### src/rtl/led_seq_pkg.sv
package led_seq_pkg;
    timeunit 1ns;
    timeprecision 100ps;

    localparam int BYTES_PER_CHIP       = 24;
    localparam int CLEAR_BYTES_PER_CHIP = 25;

    typedef enum logic [3:0] {
        ST_INIT, ST_CLEAR, ST_CLR_LAT, ST_RUN, ST_STOP,
        ST_BLANK, ST_LATCH, ST_PICK, ST_XFER, ST_XFER_LAT
    } seq_state_e;

    typedef struct packed {
        logic blank;
        logic xlat;
        logic gs_run;
    } pin_ctl_t;

    function automatic pin_ctl_t decode_pins(input seq_state_e s);
        pin_ctl_t p;
        p.gs_run = (s == ST_RUN);
        p.blank  = !(s == ST_RUN || s == ST_STOP);
        p.xlat   = (s == ST_CLR_LAT) || (s == ST_LATCH) || (s == ST_XFER_LAT);
        return p;
    endfunction
endpackage

### src/rtl/led_seq_serializer.sv
module led_seq_serializer #(
    parameter int IDX_W     = 8,
    parameter int SCLK_HALF = 1
) (
    input  logic             clk,
    input  logic             rst,
    input  logic             start,
    input  logic             zero_fill,
    input  logic [IDX_W-1:0] nbytes,
    input  logic [7:0]       rd_data,
    output logic [IDX_W-1:0] rd_addr,
    output logic             busy,
    output logic             sclk,
    output logic             sin
);
    timeunit 1ns;
    timeprecision 100ps;

    localparam int DIV_W = (SCLK_HALF > 1) ? $clog2(SCLK_HALF) : 1;

    logic             busy_q, phase_q, zero_q;
    logic [DIV_W-1:0] div_q;
    logic [2:0]       bit_q;
    logic [IDX_W-1:0] idx_q, last_q;
    logic [7:0]       shreg_q;
    logic             half_end;

    assign half_end = (div_q == DIV_W'(SCLK_HALF - 1));

    always_ff @(posedge clk) begin
        if (rst) begin
            busy_q  <= 1'b0;
            phase_q <= 1'b0;
            zero_q  <= 1'b0;
            div_q   <= '0;
            bit_q   <= '0;
            idx_q   <= '0;
            last_q  <= '0;
            shreg_q <= '0;
        end else if (!busy_q) begin
            if (start) begin
                busy_q  <= 1'b1;
                phase_q <= 1'b0;
                div_q   <= '0;
                bit_q   <= 3'd7;
                idx_q   <= '0;
                last_q  <= nbytes - IDX_W'(1);
                zero_q  <= zero_fill;
                shreg_q <= zero_fill ? 8'h00 : rd_data;
            end
        end else if (half_end) begin
            div_q <= '0;
            if (!phase_q) begin
                phase_q <= 1'b1;
            end else begin
                phase_q <= 1'b0;
                if (bit_q != 3'd0) begin
                    bit_q   <= bit_q - 3'd1;
                    shreg_q <= {shreg_q[6:0], 1'b0};
                end else if (idx_q == last_q) begin
                    busy_q <= 1'b0;
                end else begin
                    idx_q   <= idx_q + IDX_W'(1);
                    bit_q   <= 3'd7;
                    shreg_q <= zero_q ? 8'h00 : rd_data;
                end
            end
        end else begin
            div_q <= div_q + DIV_W'(1);
        end
    end

    // Look one byte ahead so the next byte is ready at the boundary.
    assign rd_addr = busy_q ? idx_q + IDX_W'(1) : '0;
    assign busy    = busy_q;
    assign sclk    = busy_q & phase_q;
    assign sin     = busy_q & shreg_q[7];
endmodule

### src/rtl/led_seq_gsclk.sv
module led_seq_gsclk #(
    parameter int GS_COUNT = 4096,
    parameter int GS_HALF  = 2
) (
    input  logic clk,
    input  logic rst,
    input  logic run,
    output logic gs,
    output logic last_edge
);
    timeunit 1ns;
    timeprecision 100ps;

    localparam int DIV_W = (GS_HALF > 1) ? $clog2(GS_HALF) : 1;
    localparam int CNT_W = (GS_COUNT > 1) ? $clog2(GS_COUNT) : 1;

    logic [DIV_W-1:0] div_q;
    logic [CNT_W-1:0] cnt_q;
    logic             gs_q, half_end;

    assign half_end  = (div_q == DIV_W'(GS_HALF - 1));
    assign last_edge = run && half_end && gs_q && (cnt_q == CNT_W'(GS_COUNT - 1));

    always_ff @(posedge clk) begin
        if (rst || !run) begin
            div_q <= '0;
            cnt_q <= '0;
            gs_q  <= 1'b0;
        end else if (half_end) begin
            div_q <= '0;
            gs_q  <= !gs_q;
            if (gs_q) cnt_q <= last_edge ? '0 : cnt_q + CNT_W'(1);
        end else begin
            div_q <= div_q + DIV_W'(1);
        end
    end

    assign gs = gs_q;
endmodule

### src/rtl/led_refresh_seq.sv
module led_refresh_seq
    import led_seq_pkg::*;
#(
    parameter int N_CHIPS       = 4,
    parameter int GS_COUNT      = 4096,
    parameter int GS_HALF       = 2,
    parameter int SCLK_HALF     = 1,
    parameter bit SEND_IN_BLANK = 1'b0,
    localparam int IDX_W        = $clog2(CLEAR_BYTES_PER_CHIP * N_CHIPS + 1)
) (
    input  logic             clk,
    input  logic             rst,
    input  logic             enable,
    input  logic             frame_valid,
    input  logic             force_req,
    output logic             frame_take,
    output logic [IDX_W-1:0] rd_addr,
    input  logic [7:0]       rd_data,
    output logic             gsclk,
    output logic             blank,
    output logic             xlat,
    output logic             sclk,
    output logic             sin
);
    timeunit 1ns;
    timeprecision 100ps;

    localparam int FRAME_BYTES = BYTES_PER_CHIP * N_CHIPS;
    localparam int CLEAR_BYTES = CLEAR_BYTES_PER_CHIP * N_CHIPS;

    seq_state_e       state_q, state_d;
    logic             force_q, pend_q, en_q;
    logic             shf_start, shf_zero, shf_busy;
    logic [IDX_W-1:0] shf_len;
    logic             gs_q, gs_last;
    pin_ctl_t         pins;

    always_comb begin
        state_d    = state_q;
        shf_start  = 1'b0;
        shf_zero   = 1'b0;
        shf_len    = IDX_W'(FRAME_BYTES);
        frame_take = 1'b0;
        unique case (state_q)
            ST_INIT: begin
                shf_start = 1'b1;
                shf_zero  = 1'b1;
                shf_len   = IDX_W'(CLEAR_BYTES);
                state_d   = ST_CLEAR;
            end
            ST_CLEAR:    if (!shf_busy) state_d = ST_CLR_LAT;
            ST_CLR_LAT:  state_d = ST_PICK;
            ST_RUN:      if (gs_last || !enable) state_d = ST_STOP;
            ST_STOP:     state_d = ST_BLANK;
            ST_BLANK:    if (!shf_busy) state_d = pend_q ? ST_LATCH : ST_PICK;
            ST_LATCH:    state_d = ST_PICK;
            ST_PICK: begin
                if (enable) begin
                    state_d = ST_RUN;
                    if (frame_valid || force_q) begin
                        shf_start  = 1'b1;
                        frame_take = 1'b1;
                        if (SEND_IN_BLANK) state_d = ST_XFER;
                    end
                end
            end
            ST_XFER:     if (!shf_busy) state_d = ST_XFER_LAT;
            ST_XFER_LAT: state_d = ST_RUN;
            default:     state_d = ST_INIT;
        endcase
    end

    always_ff @(posedge clk) begin
        if (rst) begin
            state_q <= ST_INIT;
            force_q <= 1'b1;
            pend_q  <= 1'b0;
            en_q    <= 1'b0;
        end else begin
            state_q <= state_d;
            en_q    <= enable;
            force_q <= (force_q & ~frame_take) | force_req | (enable ^ en_q);
            if (state_q == ST_LATCH)
                pend_q <= 1'b0;
            else if (frame_take && !SEND_IN_BLANK)
                pend_q <= 1'b1;
        end
    end

    assign pins = decode_pins(state_q);

    led_seq_serializer #(
        .IDX_W     (IDX_W),
        .SCLK_HALF (SCLK_HALF)
    ) u_ser (
        .clk       (clk),
        .rst       (rst),
        .start     (shf_start),
        .zero_fill (shf_zero),
        .nbytes    (shf_len),
        .rd_data   (rd_data),
        .rd_addr   (rd_addr),
        .busy      (shf_busy),
        .sclk      (sclk),
        .sin       (sin)
    );

    led_seq_gsclk #(
        .GS_COUNT (GS_COUNT),
        .GS_HALF  (GS_HALF)
    ) u_gs (
        .clk       (clk),
        .rst       (rst),
        .run       (pins.gs_run),
        .gs        (gs_q),
        .last_edge (gs_last)
    );

    assign gsclk = gs_q & pins.gs_run;
    assign blank = pins.blank;
    assign xlat  = pins.xlat;
endmodule

### config.mk
export PLATFORM = sky130hd
export DESIGN_NAME = led_refresh_seq
export DESIGN_NICKNAME = d
export VERILOG_FILES = /design/src/rtl/led_seq_pkg.sv /design/src/rtl/led_seq_serializer.sv /design/src/rtl/led_seq_gsclk.sv /design/src/rtl/led_refresh_seq.sv
export SDC_FILE = /design/constraint.sdc
export NUM_CORES = 1
export LEC_CHECK = 0
export ABC_CLOCK_PERIOD_IN_PS = 4550
export BUFFER_PORTS_ARGS = -buffer_cell sky130_fd_sc_hd__buf_2
export CAP_MARGIN = 10
export CORE_UTILIZATION = 29
export DETAILED_ROUTE_END_ITERATION = 10
export GPL_TIMING_DRIVEN = 0
export SETUP_SLACK_MARGIN = 0.4
export SKIP_LAST_GASP = 1
export SLEW_MARGIN = 20
export SYNTH_ARGS = -nofsm -noshare
export SYNTH_HDL_FRONTEND = slang
export SYNTH_SLANG_ARGS = --single-unit
### constraint.sdc
create_clock -name clk -period 4.55 [get_ports clk]
set_input_delay 0.2275 -clock clk [delete_from_list [all_inputs] [get_ports clk]]
set_output_delay 0.2275 -clock clk [all_outputs]
set_load 0.005 [all_outputs]
==> out/metrics.cfg, run 1 <==
[status]
status=finished clean

[setup_path]
crit_fanout=10
crit_type=register to register
critical_path_required_ps=4750
crit_path_end_kind=register
worst_setup_path_start_kind=register
worst_ep_arrival_ps=2470

[routing]
drtAntennaViolNets=0
wirelength_mm=5.12
vias_per_cell=4.95
drc=0
route.detailed.wl_per_inst_um=12.5
detailed_router_iteration_count_before_antenna_repair=4
vias=2023
drt_iter0_markers=92

[sta]
final_max_slew_viol_count=0
slew-limit-headroom=0.318
worst_slew_pin_slew_ps=1020
report.final.hold_viol_count=0
setup_total_negative_slack_ps=0
timing.hold.ws_ps=121
clock-skew-final_ps=12.7
maxClockFrequency_ghz=0.441
finalSetupViolCount=0
grt_setup_unrepaired=false
post-route-period-util=0.498
period_needed_ps=2270

[logic_synthesis]
synth.yosys.seq_area_share=0.381
synth_enable_flop_cells=0
netlist.top_cell.by_area=dfxtp_1
synthArstFlopShare=0
yosys-top-cells-area=dfxtp_1 38%, nor2_1 6.0%, nand2_1 4.5%, xor2_1 4.2%, mux2i_1 3.0%
synth_warnings=0
synth_nets=292
post-synth-top-area-fraction=0.381
syn-cell-area_um2=2310
synth.ff_latch_count=44
synth_flop_cell=dfxtp_1
syn_area_per_cell_um2=8.41
postSynthCellCount=275
synthDistinctLibCells=53

[grt]
grt_first_pass_wirelength_mm=8.69
grt_util_all_layers=0.129
vias_in_the_first_global_route=1795
maximum_number_of_pins_on_one_net_before_global_route_repair=15
grt_antenna_before_repair=0
grt-ovfl-total=0

[cts]
tritoncts.num_buffers=5
clock_tree.buffer_depth=2
clock_tree.htree_level_count=2
cts_root_buf=clkbuf_8
clk_pin_slew_worst_paths_ps=90
cts_hold_buf=0
post_cts_buffers=0
clk_latency_ps=300
total_clock_sinks=44
cts_resized=0
tritoncts=yes

[place]
io_buffer_count=24
placedCellCount=401
dp.final_hpwl_mm=3.71
place_congestion=0.774

[power]
power_density_nw_per_um2=530
power_leakage_nw=1.02
total_power_mw=1.42
power.ir.vdd_worst_uv=152

[final_layout]
area_growth_pct=16.0
final-instance-count-excl-fill=409
final_core_utilization=0.347
final_common_cell=dfxtp_1
nFillCells=811
insertedDiodeCount=0
proportion_of_layout_cells_with_a_drive_suffix_above_1=0.147
layout_common_cells=44 x dfxtp_1, 37 x nor2_1, 28 x nand2_1
finalNetCount=323

[floorplanning]
chipWidth_um=91.3
die-area_um2=8330
die_height_um=91.3
core_area_um2=7730
io_pins=26
fp-row-count=32
floorplan.initialDensity=0.299

[flow_run]
drv_cap=0

[min_path]
min_path_type=input pin to register

-- flip-flops by register name (all words and copies together) (netlist names), 3 cells and up --
| name | flops |
|---|---|
| u_ser.bit_q | 3 |
| u_ser.idx_q | 7 |
| u_ser.last_q | 3 |
| u_ser.shreg_q | 8 |
| u_gs.cnt_q | 12 |
| state_q | 4 |
-- stage by stage --
| step | cell area [um^2] | setup WS (ps) |
|---|---|---|
| finish | 2680 | 2280 |
| global route | 2680 | 2020 |
| CTS | 2680 | 2270 |
| detailed placement | 2560 | 2270 |
| global placement | 2560 | 2290 |
| floorplan | 2310 | 2580 |
-- critical path, stage by stage (launching register included) --
cell and delay, ps:
dfxtp_1 330, clkbuf_1 210, nor4_1 490, nand2_1 220
o21ai_0 180, clkbuf_1 400, o221ai_1 200, o311a_1 150
-- cells in the mapped netlist (2+ instances only) --
cell type	count
o21a_1	2
nand3_1	9
nor2_1	37
nor2b_1	2
clkbuf_1	11
a22oi_1	7
o21ai_0	11
mux2i_1	7
o221ai_1	7
o211a_1	2
nand2b_1	5
nor4_1	2
or2_2	3
dfxtp_1	44
xor2_1	11
o311a_1	6
nand2_1	28
inv_1	9
buf_1	2
nor3_1	5
and2_1	5
nand4_1	5
ha_1	4
a21oi_1	11
nor3b_1	2
or3_1	5
xnor2_1	7
-- worst paths after layout --
path / cells after the start / endpoint / start / slack, ps
worst min-delay path: 2 / force_q$_SDFF_PP1_ / force_req / 120
worst max-delay path: 7 / u_ser.shreg_q[4]$_SDFFE_PP0P_ / state_q[1]$_SDFFE_PP0P_ / 2280
worst max register to register: 7 / u_ser.shreg_q[4]$_SDFFE_PP0P_ / state_q[1]$_SDFFE_PP0P_ / 2280
worst min register to register: 2 / pend_q$_SDFFE_PP0P_ / pend_q$_SDFFE_PP0P_ / 450
-- kinds of logic (layout without fill, tap and decap cells) --
kind of cell               Yosys count  count (layout)  synth area share
buffers and inverters               25              57            0.0444
AOI/OAI and AO/OA                   62              62             0.214
muxes                                7               7            0.0303
adders and majority gates            4               4            0.0216
and+or+nand+nor                    115             115             0.241
xor gates and xnor gates            18              18            0.0682
DFF                                 44              44             0.381
-- final cells by class --
class | instances | area (um^2) | share of cell area
Inverter | 10 | 37.5 | 0.0140
Buffer | 15 | 65.1 | 0.0243
Tap cell | 102 | 128 | 0.0476
Timing Repair Buffer | 24 | 120 | 0.0448
Clock inverter | 2 | 38.8 | 0.0145
Sequential cell | 44 | 881 | 0.329
Multi-Input combinational cell | 206 | 1330 | 0.496
Clock buffer | 6 | 82.6 | 0.0308
-- report_power, final --
part           switching [mW]  internal (mW)  total (mW)
logic                   0.361          0.246       0.607
clock network           0.140          0.180       0.319
registers              0.0446          0.449       0.494
total                   0.545          0.875        1.42
-- metal layers --
layer	routed length [um]	share of wire	global-route usage	up-vias
li1	-	-	-	1041
met1	2590	0.51	0.176	943
met2	2280	0.45	0.201	32
met3	184	0.036	0.0318	7
met4	66	0.013	0.0397	0
met5	0	0	0	-
(Power assumes the default switching activity.)
==> inputs of run 2 (changes only) <==
--- a/config.mk
+++ b/config.mk
@@ -5,7 +5,7 @@
 export SDC_FILE = /design/constraint.sdc
 export NUM_CORES = 1
 export LEC_CHECK = 0
-export ABC_CLOCK_PERIOD_IN_PS = 4550
+export ABC_CLOCK_PERIOD_IN_PS = 2250
 export BUFFER_PORTS_ARGS = -buffer_cell sky130_fd_sc_hd__buf_2
 export CAP_MARGIN = 10
 export CORE_UTILIZATION = 29
==> constraint.sdc (replaced) <==
create_clock -name clk -period 2.25 [get_ports clk]
set_input_delay 0.1125 -clock clk [delete_from_list [all_inputs] [get_ports clk]]
set_output_delay 0.1125 -clock clk [all_outputs]
set_load 0.005 [all_outputs]
==> run 2 against run 1 <==
Clock power increased by 82%. Sequential share of layout area decreased by 1.9 points. Sequential cell count unchanged. Global-route usage increased by 1.2 points. First-iteration DRC count increased by 27%. Sequential power increased by 100%. Critical path depth unchanged. Routed wire length increased by 8.4%. Final cell count increased by 2.2%. Hold slack got worse by 96 ps. Count of clock-buffer cells in the layout decreased by 1. Critical path type unchanged. Largest cell class unchanged.
==> out/metrics.cfg, run 2 (synthesis gave the netlist of run 1 again) <==
[sta]
period_needed_ps=1930
finalSetupViolCount=0
report.final.hold_viol_count=0
setup_total_negative_slack_ps=0
final_max_slew_viol_count=0
grt_setup_unrepaired=true
clock-skew-final_ps=15.5
worst_slew_pin_slew_ps=590
post-route-period-util=0.856
slew-limit-headroom=0.607
maxClockFrequency_ghz=0.519

[final_layout]
largest_register_ffs=12
layout_common_cells=36 x nor2_1, 36 x dfxtp_1, 27 x nand2_1
registers.top_by_ff_count=u_gs.cnt_q
final-instance-count-excl-fill=418
design_area_um2=2890
proportion_of_layout_cells_with_a_drive_suffix_above_1=0.253
regs_by_ff_count=u_gs.cnt_q: 12 flops, u_ser.shreg_q: 8 flops, u_ser.idx_q: 7 flops
finalNetCount=334
insertedDiodeCount=0
area_growth_pct=24.8
nFillCells=785

[place]
postPlaceCellArea_um2=2570
io_buffer_count=24
placedCellCount=401
dp.final_hpwl_mm=3.79
place_congestion=0.774

[cts]
cts_root_buf=clkbuf_8
clock_tree.buffer_depth=2
clk_latency_ps=300
tritoncts=yes
clk_pin_slew_worst_paths_ps=80
cts_hold_buf=0
clock_tree.htree_level_count=2
tritoncts.num_buffers=5
total_clock_sinks=44

[routing]
vias_per_cell=5.01
route.detailed.wl_per_inst_um=13.3
drt_iter0_markers=117
drc=0
wirelength_mm=5.55
drtAntennaViolNets=0
detailed_router_iteration_count_before_antenna_repair=4
vias=2096

[setup_path]
critPathTopFamily=compound AO/OA/AOI/OAI gates
worst_setup_path_start_kind=register
critical_path.n_buffers_inverters=2
crit_type=register to register
cell_chain_of_the_critical_path=or4_4 -> a221oi_4 -> buf_6 -> a21boi_4 -> buf_12 -> o221ai_2 -> o311a_4
critPathSlowestCell=or4_4
critical_path_required_ps=2500
crit_path_end_kind=register
worst_ep_arrival_ps=2170
cpPeakStageDelay_ps=540
crit_fanout=6

[grt]
grt_antenna_before_repair=0
grt-ovfl-total=0
vias_in_the_first_global_route=1980
grt_util_all_layers=0.141
maximum_number_of_pins_on_one_net_before_global_route_repair=13
grt_first_pass_wirelength_mm=9.49

[flow_run]
drv_cap=0

[power]
total_power_mw=3.10
power_density_nw_per_um2=1070
power.ir.vdd_worst_uv=343
power_leakage_nw=1.12

[status]
status=finished clean

[min_path]
min_path_type=input pin to register

[floorplanning]
die_height_um=91.3
fp-row-count=32
core_area_um2=7730
io_pins=26
chipWidth_um=91.3
floorplan.initialDensity=0.299
die-area_um2=8330

==> run 2: stage by stage <==
stage / hold WS, ps / setup slack [ps] / util
3_5_place_dp: 325 / -12.8 / 0.332
3_3_place_gp: 318 / -11.8 / 0.332
4_1_cts: 25.8 / 310 / 0.367
2_1_floorplan: 215 / 337 / -
5_1_grt: 30.7 / 271 / 0.374
6_report: 24.4 / 323 / 0.374
==> run 2: worst paths after layout <==
| check | cells past startpoint | to | startpoint | slack, ps |
|---|---|---|---|---|
| max | 7 | u_ser.shreg_q[7]$_SDFFE_PP0P_ | u_ser.idx_q[2]$_SDFFE_PP0P_ | 320 |
| min | 2 | force_q$_SDFF_PP1_ | force_req | 20 |
| max reg2reg | 7 | u_ser.shreg_q[7]$_SDFFE_PP0P_ | u_ser.idx_q[2]$_SDFFE_PP0P_ | 320 |
| min reg2reg | 2 | pend_q$_SDFFE_PP0P_ | pend_q$_SDFFE_PP0P_ | 460 |
==> run 2: area by class of cell <==
type                            count  area, um^2  share of cell area
Buffer                             15        75.1              0.0260
Tap cell                          102         128              0.0442
Clock inverter                      1        30.0              0.0104
Inverter                           10        37.5              0.0130
Multi-Input combinational cell    206        1440               0.497
Timing Repair Buffer               35         219              0.0759
Clock buffer                        5        68.8              0.0238
Sequential cell                    44         893               0.309
==> run 2: routing by layer <==
metal	share of wire	GRT usage	up-vias
met5	0	0	-
met4	0.016	0.0437	0
met3	0.037	0.0343	8
met2	0.45	0.224	34
met1	0.50	0.188	982
li1	-	-	1072
==> run 2: timing repair <==
action | CTS | global route
gates resized for setup | 21 | 15
pin swaps | 3 | 2
setup endpoints to repair | 31 | 22
buffers inserted | 9 | 2
==> run 2: where the power goes <==
group          internal (mW)  switching [mW]
Sequential             0.909           0.103
Clock                  0.319           0.263
Combinational          0.673           0.835
==> inputs of run 3 (changes only) <==
--- a/config.mk
+++ b/config.mk
@@ -6,7 +6,7 @@
 export NUM_CORES = 1
 export LEC_CHECK = 0
 export ABC_CLOCK_PERIOD_IN_PS = 2250
-export BUFFER_PORTS_ARGS = -buffer_cell sky130_fd_sc_hd__buf_2
+export BUFFER_PORTS_ARGS = -buffer_cell sky130_fd_sc_hd__clkbuf_2
 export CAP_MARGIN = 10
 export CORE_UTILIZATION = 29
 export DETAILED_ROUTE_END_ITERATION = 10
==> run 3 against run 2 <==
Hold slack worse by 19 ps. Non-clock buffer count rose by 4. Global-route usage up 0.14 points. Power grew 1.4%. Largest cell class unchanged. Count of clock-buffer cells in the layout grew 2. Critical endpoint unchanged. Final cell count up 1.4%. Critical path depth unchanged.
==> out/metrics.cfg, run 3 (synthesis gave the netlist of run 1 again) <==
[final_layout]
area_used_by_multi_input_combinational_logic_um2=1470
registers.top_by_ff_count=u_gs.cnt_q
area_growth_pct=27.3
insertedDiodeCount=0
regs_by_ff_count=u_gs.cnt_q: 12 flops, u_ser.shreg_q: 8 flops, u_ser.idx_q: 7 flops
nFillCells=802
layout_common_cells=36 x nor2_1, 36 x dfxtp_1, 26 x nand2_1, 26 x clkbuf_2, 13 x buf_4
final_core_utilization=0.381
proportion_of_layout_cells_with_a_drive_suffix_above_1=0.280
design_area_um2=2940
seqCellArea_um2=893
finalNetCount=338
largest_register_ffs=12
final-instance-count-excl-fill=424

[sta]
post-route-period-util=0.858
clock-skew-final_ps=12.8
grt_setup_unrepaired=true
maxClockFrequency_ghz=0.518
final_max_slew_viol_count=0
setup_total_negative_slack_ps=0
report.final.hold_viol_count=0
slew-limit-headroom=0.550
period_needed_ps=1930
finalSetupViolCount=0
timing.hold.ws_ps=5.88
worst_slew_pin_slew_ps=676

[min_path]
min_path_type=input pin to register
worstHoldEndpoint=force_q$_SDFF_PP1_
hp-start=force_req
depth_of_the_worst_hold_timing_path=2

[setup_path]
critical_path_required_ps=2500
crit_type=register to register
register_to_register_path_depth=7
worst_ep_arrival_ps=2180
worstReg2RegEnd=u_ser.shreg_q[7]$_SDFFE_PP0P_
regToRegStartpoint=u_ser.idx_q[6]$_SDFFE_PP0P_
crit_fanout=5
crit_path_end_kind=register
worstSetupStartpoint=u_ser.idx_q[6]$_SDFFE_PP0P_
worst_setup_path_start_kind=register
r2r_slack_ps=320

[routing]
vias=2131
vias_per_cell=5.03
m1WireLength_mm=2.70
wl_met2_mm=2.61
detailed_router_iteration_count_before_antenna_repair=4
route.detailed.wl_per_inst_um=13.3
drc=0
drt_iter0_markers=105
met3_wirelength_um=265
drtAntennaViolNets=0
wirelength_mm=5.65
topRoutingLayerUsed=met4

[power]
sequentialPowerShare=0.324
clkPwrFrac=0.168
p_sw_mw=1.27
int_pwr_mw=1.88
power_density_nw_per_um2=1070
netSwitchingFraction=0.404
power.ir.vdd_worst_uv=397
power_leakage_nw=1.13
power_frac_comb=0.508

[place]
io_buffer_count=24
place_congestion=0.758
dp.final_hpwl_mm=3.77
postPlaceCellArea_um2=2570
placedCellCount=401

[cts]
tritoncts=yes
clock_tree.buffer_depth=2
cts_root_buf=clkbuf_8
clock_tree.htree_level_count=2
tritoncts.num_buffers=5
total_clock_sinks=44
clk_pin_slew_worst_paths_ps=90
clk_latency_ps=300

[floorplanning]
fp-row-count=32
floorplan.initialDensity=0.299
chipWidth_um=91.3
die_height_um=91.3
io_pins=26
core_area_um2=7730
die-area_um2=8330

[grt]
vias_in_the_first_global_route=2032
grt_antenna_before_repair=0
grt_util_all_layers=0.142
grt-ovfl-total=0
grt_first_pass_wirelength_mm=9.54
maximum_number_of_pins_on_one_net_before_global_route_repair=14

[status]
status=finished clean

[flow_run]
drv_cap=0

==> run 3: cell types whose count changed in the layout (fill, tap and decap cells not counted), moves of 2 or more <==
cell,delta
buf_6,+3
o221ai_2,+2
o221ai_1,-2
buf_2,-24
clkbuf_1,+2
clkbuf_2,+23
buf_4,+3
==> run 3: metal layers <==
layer  GRT usage  vias to the layer above
met5           0                        -
met4      0.0661                        0
met3      0.0310                        8
met2       0.230                       43
met1       0.181                     1002
li1            -                     1078
==> run 3: how the worst max path moves through the flow <==
stage / end / slack [ps] / cells past startpoint
after global routing: u_ser.shreg_q[7]$_SDFFE_PP0P_ / 260 / 7
final: u_ser.shreg_q[7]$_SDFFE_PP0P_ / 320 / 7
after detailed placement: u_ser.shreg_q[5]$_SDFFE_PP0P_ / -9 / 7
after CTS: u_ser.shreg_q[7]$_SDFFE_PP0P_ / 300 / 7
after floorplan: u_ser.shreg_q[1]$_SDFFE_PP0P_ / 340 / 5
after global placement: u_ser.shreg_q[5]$_SDFFE_PP0P_ / -20 / 7
==> run 3: critical path, stage by stage (launching register included) <==
cell	delay (ps)
dfxtp_2	330
or4_4	540
a221oi_4	270
buf_6	160
a21boi_4	80
buf_6	130
o221ai_2	160
o311a_4	210
==> run 3: stage by stage <==
step / setup WS [ps] / total power [mW]
after detailed placement: -8.85 / 2.24
final: 319 / 3.15
after floorplan: 337 / 1.95
after global routing: 261 / 3.37
after global placement: -18.0 / 2.22
after CTS: 298 / 2.99
==> run 3: cell type report <==
| cell class | instances | share of cell area |
|---|---|---|
| Buffer | 15 | 0.0264 |
| Clock buffer | 7 | 0.0293 |
| Clock inverter | 1 | 0.00255 |
| Inverter | 10 | 0.0128 |
| Multi-Input combinational cell | 206 | 0.499 |
| Sequential cell | 44 | 0.304 |
| Tap cell | 102 | 0.0434 |
| Timing Repair Buffer | 39 | 0.0829 |
==> run 3: power groups by stage <==
stage,Sequential (mW),Clock (mW),Combinational (mW)
after floorplan,0.991,0,0.962
after global placement,1.01,0,1.21
after detailed placement,1.02,0,1.23
after CTS,1.01,0.541,1.44
after global routing,1.04,0.575,1.75
final,1.02,0.529,1.60
==> run 3: timing repair <==
| action | 4_1_cts | 5_1_grt |
|---|---|---|
| endpoints found under the setup margin | 30 | 22 |
| hold buffers | 0 | 0 |
| setup buffers | 10 | 5 |
| cloned | 0 | 0 |
| pin swaps | 5 | 6 |
| resized for setup | 25 | 20 |
